**src/rtl/ddr_rdseq_pkg.sv**
```systemverilog
package ddr_rdseq_pkg;

  typedef enum logic [2:0] {
    CMD_NOP = 3'd0,
    CMD_ACT = 3'd1,
    CMD_RD  = 3'd2,
    CMD_RDA = 3'd3,
    CMD_PRE = 3'd4
  } cmd_e;

  typedef enum logic [2:0] {
    ST_IDLE     = 3'd0,
    ST_ACT_WAIT = 3'd1,
    ST_OPEN     = 3'd2,
    ST_READ     = 3'd3,
    ST_AP_WAIT  = 3'd4,
    ST_PRE_WAIT = 3'd5
  } bank_st_e;

endpackage

```
**src/rtl/ddr_rdseq_timer.sv**
```systemverilog
module ddr_rdseq_timer #(
  parameter int W = 4
) (
  input  logic         clk_i,
  input  logic         rst_ni,
  input  logic         load_i,
  input  logic [W-1:0] load_val_i,
  output logic [W-1:0] cnt_o,
  output logic         zero_o
);

  logic [W-1:0] cnt_q;

  always_ff @(posedge clk_i or negedge rst_ni) begin
    if (!rst_ni)              cnt_q <= '0;
    else if (load_i)          cnt_q <= load_val_i;
    else if (cnt_q != '0)     cnt_q <= cnt_q - 1'b1;
  end

  assign cnt_o  = cnt_q;
  assign zero_o = (cnt_q == '0);

  // counter only moves down unless reloaded
  assert_timer_down_R2: assert property (@(posedge clk_i) disable iff (!rst_ni)
    (!load_i && cnt_q != '0) |=> (cnt_o == $past(cnt_q) - 1'b1));

endmodule

```
**src/rtl/ddr_rdseq_req_hold.sv**
```systemverilog
module ddr_rdseq_req_hold #(
  parameter int ROW_W = 13,
  parameter int COL_W = 10
) (
  input  logic             clk_i,
  input  logic             rst_ni,
  input  logic             capture_i,
  input  logic [ROW_W-1:0] row_i,
  input  logic [COL_W-1:0] col_i,
  input  logic             ap_i,
  input  logic             open_i,
  input  logic [ROW_W-1:0] open_row_i,
  output logic [ROW_W-1:0] hold_row_o,
  output logic [COL_W-1:0] hold_col_o,
  output logic             hold_ap_o,
  output logic [ROW_W-1:0] open_row_o
);

  logic [ROW_W-1:0] row_q, open_q;
  logic [COL_W-1:0] col_q;
  logic             ap_q;

  always_ff @(posedge clk_i or negedge rst_ni) begin
    if (!rst_ni) begin
      row_q <= '0;
      col_q <= '0;
      ap_q  <= 1'b0;
    end else if (capture_i) begin
      row_q <= row_i;
      col_q <= col_i;
      ap_q  <= ap_i;
    end
  end

  always_ff @(posedge clk_i or negedge rst_ni) begin
    if (!rst_ni)     open_q <= '0;
    else if (open_i) open_q <= open_row_i;
  end

  assign hold_row_o = row_q;
  assign hold_col_o = col_q;
  assign hold_ap_o  = ap_q;
  assign open_row_o = open_q;

endmodule

```
**src/rtl/ddr_rdseq.sv**
```systemverilog
module ddr_rdseq
  import ddr_rdseq_pkg::*;
#(
  parameter int ROW_W = 13,
  parameter int COL_W = 10,
  parameter int T_RCD = 3,
  parameter int T_RP  = 3,
  parameter int CL    = 3,
  parameter int BL    = 8
) (
  input  logic             clk_i,
  input  logic             rst_ni,
  input  logic             req_valid_i,
  output logic             req_ready_o,
  input  logic [ROW_W-1:0] req_row_i,
  input  logic [COL_W-1:0] req_col_i,
  input  logic             req_ap_i,
  input  logic             pre_req_i,
  input  logic             busy_i,
  output logic [2:0]       cmd_o,
  output logic [ROW_W-1:0] cmd_row_o,
  output logic [COL_W-1:0] cmd_col_o,
  output logic             rd_valid_o,
  output logic             err_o
);

  localparam int BURST = BL / 2;
  localparam int WIN   = CL + BURST;
  localparam int MAXA  = (T_RCD > T_RP) ? T_RCD : T_RP;
  localparam int MAXC  = (WIN > MAXA) ? WIN : MAXA;
  localparam int CNT_W = $clog2(MAXC + 1);
  localparam logic [CNT_W-1:0] LD_RCD = CNT_W'(T_RCD - 1);
  localparam logic [CNT_W-1:0] LD_RP  = CNT_W'(T_RP - 1);
  localparam logic [CNT_W-1:0] LD_WIN = CNT_W'(WIN - 1);
  localparam logic [CNT_W-1:0] BURST_C = CNT_W'(BURST);

  bank_st_e         st_q, st_n;
  cmd_e             cmd_q, cmd_n;
  logic [ROW_W-1:0] row_q, row_n;
  logic [COL_W-1:0] col_q, col_n;
  logic             pend_q, pend_n;
  logic             err_q;

  logic             load, zero;
  logic [CNT_W-1:0] load_val, cnt;
  logic             open_set;
  logic [ROW_W-1:0] open_row_new;
  logic [ROW_W-1:0] hold_row, open_row;
  logic [COL_W-1:0] hold_col;
  logic             hold_ap;
  logic             accept, row_hit, lock;

  assign lock    = (st_q == ST_AP_WAIT) || ((st_q == ST_READ) && hold_ap);
  assign req_ready_o = !busy_i &&
                       ((st_q == ST_IDLE) || ((st_q == ST_OPEN) && !pre_req_i));
  assign accept  = req_valid_i && req_ready_o;
  assign row_hit = (open_row == req_row_i);

  ddr_rdseq_timer #(.W(CNT_W)) u_timer (
    .clk_i      (clk_i),
    .rst_ni     (rst_ni),
    .load_i     (load),
    .load_val_i (load_val),
    .cnt_o      (cnt),
    .zero_o     (zero)
  );

  ddr_rdseq_req_hold #(.ROW_W(ROW_W), .COL_W(COL_W)) u_hold (
    .clk_i      (clk_i),
    .rst_ni     (rst_ni),
    .capture_i  (accept),
    .row_i      (req_row_i),
    .col_i      (req_col_i),
    .ap_i       (req_ap_i),
    .open_i     (open_set),
    .open_row_i (open_row_new),
    .hold_row_o (hold_row),
    .hold_col_o (hold_col),
    .hold_ap_o  (hold_ap),
    .open_row_o (open_row)
  );

  always_comb begin
    st_n         = st_q;
    cmd_n        = CMD_NOP;
    row_n        = row_q;
    col_n        = col_q;
    pend_n       = pend_q;
    load         = 1'b0;
    load_val     = '0;
    open_set     = 1'b0;
    open_row_new = hold_row;
    unique case (st_q)
      ST_IDLE: begin
        if (accept) begin
          cmd_n        = CMD_ACT;
          row_n        = req_row_i;
          open_set     = 1'b1;
          open_row_new = req_row_i;
          load         = 1'b1;
          load_val     = LD_RCD;
          st_n         = ST_ACT_WAIT;
        end
      end
      ST_ACT_WAIT: begin
        if (zero) begin
          cmd_n    = hold_ap ? CMD_RDA : CMD_RD;
          col_n    = hold_col;
          load     = 1'b1;
          load_val = LD_WIN;
          st_n     = ST_READ;
        end
      end
      ST_OPEN: begin
        if (pre_req_i) begin
          cmd_n    = CMD_PRE;
          pend_n   = 1'b0;
          load     = 1'b1;
          load_val = LD_RP;
          st_n     = ST_PRE_WAIT;
        end else if (accept) begin
          if (row_hit) begin
            cmd_n    = req_ap_i ? CMD_RDA : CMD_RD;
            col_n    = req_col_i;
            load     = 1'b1;
            load_val = LD_WIN;
            st_n     = ST_READ;
          end else begin
            cmd_n    = CMD_PRE;
            pend_n   = 1'b1;
            load     = 1'b1;
            load_val = LD_RP;
            st_n     = ST_PRE_WAIT;
          end
        end
      end
      ST_READ: begin
        if (!hold_ap && pre_req_i) begin
          // precharge cuts the burst
          cmd_n    = CMD_PRE;
          pend_n   = 1'b0;
          load     = 1'b1;
          load_val = LD_RP;
          st_n     = ST_PRE_WAIT;
        end else if (zero) begin
          if (hold_ap) begin
            load     = 1'b1;
            load_val = LD_RP;
            st_n     = ST_AP_WAIT;
          end else begin
            st_n     = ST_OPEN;
          end
        end
      end
      ST_AP_WAIT: begin
        if (zero) st_n = ST_IDLE;
      end
      ST_PRE_WAIT: begin
        if (zero) begin
          if (pend_q) begin
            cmd_n    = CMD_ACT;
            row_n    = hold_row;
            open_set = 1'b1;
            pend_n   = 1'b0;
            load     = 1'b1;
            load_val = LD_RCD;
            st_n     = ST_ACT_WAIT;
          end else begin
            st_n     = ST_IDLE;
          end
        end
      end
      default: st_n = ST_IDLE;
    endcase
  end

  always_ff @(posedge clk_i or negedge rst_ni) begin
    if (!rst_ni) begin
      st_q   <= ST_IDLE;
      cmd_q  <= CMD_NOP;
      row_q  <= '0;
      col_q  <= '0;
      pend_q <= 1'b0;
      err_q  <= 1'b0;
    end else begin
      st_q   <= st_n;
      cmd_q  <= cmd_n;
      row_q  <= row_n;
      col_q  <= col_n;
      pend_q <= pend_n;
      err_q  <= lock && (req_valid_i || pre_req_i);
    end
  end

  assign cmd_o      = cmd_q;
  assign cmd_row_o  = row_q;
  assign cmd_col_o  = col_q;
  assign rd_valid_o = (st_q == ST_READ) && (cnt < BURST_C);
  assign err_o      = err_q;

  // ---------------- checks ----------------
  logic [CNT_W-1:0] since_act_q;
  logic             act_seen_q;
  logic [CNT_W-1:0] run_q;

  always_ff @(posedge clk_i or negedge rst_ni) begin
    if (!rst_ni) begin
      since_act_q <= '0;
      act_seen_q  <= 1'b0;
      run_q       <= '0;
    end else begin
      if (cmd_q == CMD_ACT)                since_act_q <= CNT_W'(1);
      else if (since_act_q < CNT_W'(T_RCD)) since_act_q <= since_act_q + 1'b1;
      if (cmd_q == CMD_ACT)                              act_seen_q <= 1'b1;
      else if (cmd_q == CMD_PRE || cmd_q == CMD_RDA)     act_seen_q <= 1'b0;
      if (rd_valid_o) run_q <= run_q + 1'b1;
      else            run_q <= '0;
    end
  end

  assert_read_after_act_R2: assert property (@(posedge clk_i) disable iff (!rst_ni)
    (cmd_q == CMD_RD || cmd_q == CMD_RDA) |-> (act_seen_q && since_act_q >= CNT_W'(T_RCD)));

  assert_window_len_R3: assert property (@(posedge clk_i) disable iff (!rst_ni)
    rd_valid_o |-> (run_q < BURST_C));

  assert_pre_ends_window_R7: assert property (@(posedge clk_i) disable iff (!rst_ni)
    (cmd_q == CMD_PRE) |-> !rd_valid_o);

  assert_lock_no_ready_R8: assert property (@(posedge clk_i) disable iff (!rst_ni)
    lock |-> !req_ready_o);

  assert_lock_quiet_R9: assert property (@(posedge clk_i) disable iff (!rst_ni)
    lock |=> (cmd_q == CMD_NOP));

  assert_busy_holds_R10: assert property (@(posedge clk_i) disable iff (!rst_ni)
    busy_i |-> !req_ready_o);

endmodule

```
**config.mk**
```make
export PLATFORM = sky130hd
export DESIGN_NAME = ddr_rdseq
export DESIGN_NICKNAME = d
export VERILOG_FILES = /design/src/rtl/ddr_rdseq_pkg.sv /design/src/rtl/ddr_rdseq_timer.sv /design/src/rtl/ddr_rdseq_req_hold.sv /design/src/rtl/ddr_rdseq.sv
export SDC_FILE = /design/constraint.sdc
export NUM_CORES = 1
export LEC_CHECK = 0
export BUFFER_PORTS_ARGS = -buffer_cell sky130_fd_sc_hd__clkbuf_2
export CAP_MARGIN = 15
export CORE_MARGIN = 8
export CORE_UTILIZATION = 40
export CTS_CLUSTER_SIZE = 25
export DETAILED_ROUTE_END_ITERATION = 10
export GPL_TIMING_DRIVEN = 0
export HOLD_SLACK_MARGIN = 0.08
export PLACE_DENSITY = 0.64
export SLEW_MARGIN = 10
export SYNTH_ARGS = -nofsm -noshare
export SYNTH_HDL_FRONTEND = slang
export SYNTH_SLANG_ARGS = --single-unit
```
**constraint.sdc**
```tcl
create_clock -name clk_i -period 6.3 [get_ports clk_i]
set_input_delay 1.26 -clock clk_i [delete_from_list [all_inputs] [get_ports clk_i]]
set_output_delay 1.26 -clock clk_i [all_outputs]
set_load 0.005 [all_outputs]
```
==> flow_summary_export.csv <==
group,metric,value,unit
worst_setup_path,critPathTopFamily,"buffers and inverters",
routing,drc_errors,0,
synthesis,synth_cell_types,37,
synthesis,synth_edf_count,0,
synthesis,synth_top_area_share,52.9,%
floorplanning,dieArea,11600,um^2
worst_setup_path,r2r_end,"cmd_col_o[7]",
worst_setup_path,reg2reg_slack,3.72,ns
worst_setup_path,end_kind,"output pin",
worst_setup_path,slowest_stage,"clkbuf_1",
clocking,tritoncts,"built",
worst_hold_path,hold_class,"reg -> reg",
synthesis,yosysSeqAreaShare,52.9,%
clocking,postCtsSetupBuffers,0,
cells_and_area,drive_above_1_share,33.9,%
clocking,cts_buffers,9,
routing,avgRoutedWirePerCell,16.3,um
clocking,cts-hold-fix-buffers,0,
cells_and_area,final_cell_area,4040,um^2
floorplanning,coreArea,8180,um^2
sta,final_hold_viol_count,0,
worst_hold_path,holdPathStages,1,
clocking,ctsRootBufferMaster,"clkbuf_8",
job,cap_violations,0,
floorplanning,die-width,108,um
clocking,cts_buffer_depth,2,
synthesis,yosysTopAreaCell,"dfrtp_1",
clocking,clk_pin_slew,0.06,ns
grt,antenna_found_initial,0,
synthesis,yosysWarningCount,0,
sta,timing.final.crit_share,51.6,%
worst_hold_path,hold_end,"cmd_row_o[0]",
grt,grt_pass1_vias,2463,
worst_setup_path,worstSetupStartpointType,"primary input",
routing,first_pass_iters,4,
power,power_leakage,1.82,nW
worst_setup_path,critPathArrivalTime,1.99,ns
floorplanning,die_h,108,um
sta,worst_pin_slew,1.11,ns
sta,rsz0062_at_grt,"false",
cells_and_area,diodes,0,
worst_setup_path,crit_path_frequent_cell,"nand2_1",
synthesis,netlist_area,3360,um^2
synthesis,syn_inst,282,
synthesis,ys_ff_latch,71,
synthesis,synth.top_cells.by_count,"dfrtp_1 (71), mux2_2 (35), o21a_1 (26), nand2_1 (21), mux2i_1 (14)",
routing,viasPerCell,5.07,
synthesis,yosys-top-cells-area,"dfrtp_1 (53%), mux2_2 (12%), o21a_1 (5.8%)",
sta,skew,0.00849,ns
synthesis,synthFlopType,"dfrtp_1",
clocking,clock-sinks,71,
placement,globalplace.congestion,0.792,
clocking,ctsResizeCount,0,
placement,io_buffers,56,
sta,clock.fmax,308,MHz
sta,tns,0,ns
synthesis,yosysMostFrequentCell,"dfrtp_1",
synthesis,synthArstFlopShare,100,%
sta,slew_headroom,25.1,%
worst_setup_path,worstPathRequired,5.04,ns
floorplanning,start_util,41.0,%
sta,fin_crit,3.25,ns
synthesis,syn-num-nets,313,
worst_setup_path,crit_cells,5,
worst_setup_path,cp_cell_sequence,"clkbuf_1 > nand2_1 > nand2_1 > nor2_1 > clkbuf_2",
grt,grt_pass1_wl,12.5,mm
grt,grt_max_degree,56,
worst_hold_path,min_from,"cmd_row_o[0]",
routing,num_vias,2327,
clocking,clk_latency,0.34,ns
grt,grt-ovfl-total,0,
cells_and_area,final_util,49.4,%
worst_setup_path,r2r_cells,7,
clocking,ctsHtreeMaxLevel,3,
power,p_per_area,468,nW/um^2
sta,slew_violations,0,
floorplanning,num_rows,33,
routing,ant_nets,0,
placement,dpl_cell_area,3800,um^2
placement,dp.final_hpwl,5.34,mm
worst_setup_path,worstSetupPathType,"in -> out",
floorplanning,pin_count,58,
power,ir_worst_vdd,0.206,mV
routing,routed_wl,7.49,mm
cells_and_area,layout.nets,381,
worst_setup_path,crit_fanout,10,
worst_setup_path,cpPeakStageDelay,0.33,ns
cells_and_area,syn2layout_area_growth,20.5,%
sta,finalSetupViolCount,0,
outcome,status,"complete, no violations",
synthesis,avgSynthCellArea,11.9,um^2
worst_setup_path,path_buf_inv,2,
worst_setup_path,r2r_start,"u_hold.open_row_o[12]",
grt,grt_use_total,13.9,%
routing,drt_iter0_markers,71,
==> cell usage in the layout, fill, tap and decap left out, types with 4 or more instances in the layout <==
cell type / instances
o21ai_0: 9
nand2_1: 21
dfrtp_1: 71
a21oi_1: 7
nor2b_1: 9
nor2_1: 13
clkbuf_8: 11
xnor2_1: 4
mux2_2: 35
nand3_1: 4
mux2_4: 7
inv_1: 9
mux2i_1: 14
nand2b_1: 6
clkbuf_2: 55
clkbuf_1: 11
xor2_1: 5
o21a_1: 26
==> sequential cells by signal (all words and copies together) (netlist names) <==
name / cells
u_hold.hold_ap_o: 1
u_timer.cnt_o: 3
cmd_col_o: 10
u_hold.hold_col_o: 10
cmd_o: 3
u_hold.hold_row_o: 13
pend_q: 1
u_hold.open_row_o: 13
st_q: 3
cmd_row_o: 13
err_o: 1
==> worst max path at each step <==
| stage | start | endpoint |
|---|---|---|
| 3_5_place_dp | req_row_i[12] | cmd_col_o[4] |
| 4_1_cts | pre_req_i | req_ready_o |
| 2_1_floorplan | req_row_i[8] | cmd_col_o[3] |
| 6_report | pre_req_i | req_ready_o |
| 3_3_place_gp | req_valid_i | cmd_row_o[10] |
| 5_1_grt | req_valid_i | cmd_row_o[10] |
==> report_power, final <==
part,switching (mW),internal (mW)
registers,0.133,0.675
clock network,0.161,0.283
logic,0.276,0.364
total,0.570,1.32
==> stage by stage <==
stage	hold slack, ns	total power, mW	std cells	setup WS (ns)
2_1_floorplan	0.449	1.24	282	3.25
3_3_place_gp	0.461	1.43	443	2.73
3_5_place_dp	0.480	1.46	444	2.72
4_1_cts	0.496	1.92	459	3.06
5_1_grt	0.502	2.03	459	2.93
6_report	0.490	1.89	459	3.05
==> cell type report <==
cell class	instances	area, um^2
buffer	13	57.6
clock buffer	12	155
clock inverter	3	90.1
fill	766	4130
inverter	9	33.8
multi-input combinational	189	1490
sequential	71	1780
tap	105	131
timing repair buffer	57	310
==> cells by family after synthesis <==
family	after synthesis	share of synthesized area, %
mux	56	19.1
buf+inv	22	2.72
simple gates	68	10.1
fa+ha+maj	2	0.746
flops	71	52.9
xor+xnor	9	2.35
compound gates	54	12.1
==> routing by layer <==
| layer | vias up | wire (um) | GRT usage [%] |
|---|---|---|---|
| li1 | 1120 | - | - |
| met1 | 1152 | 3450 | 17.8 |
| met2 | 48 | 3570 | 21.8 |
| met3 | 7 | 368 | 3.83 |
| met4 | 0 | 94 | 5.55 |
| met5 | - | 0 | 0 |
(Power assumes the default switching activity.)
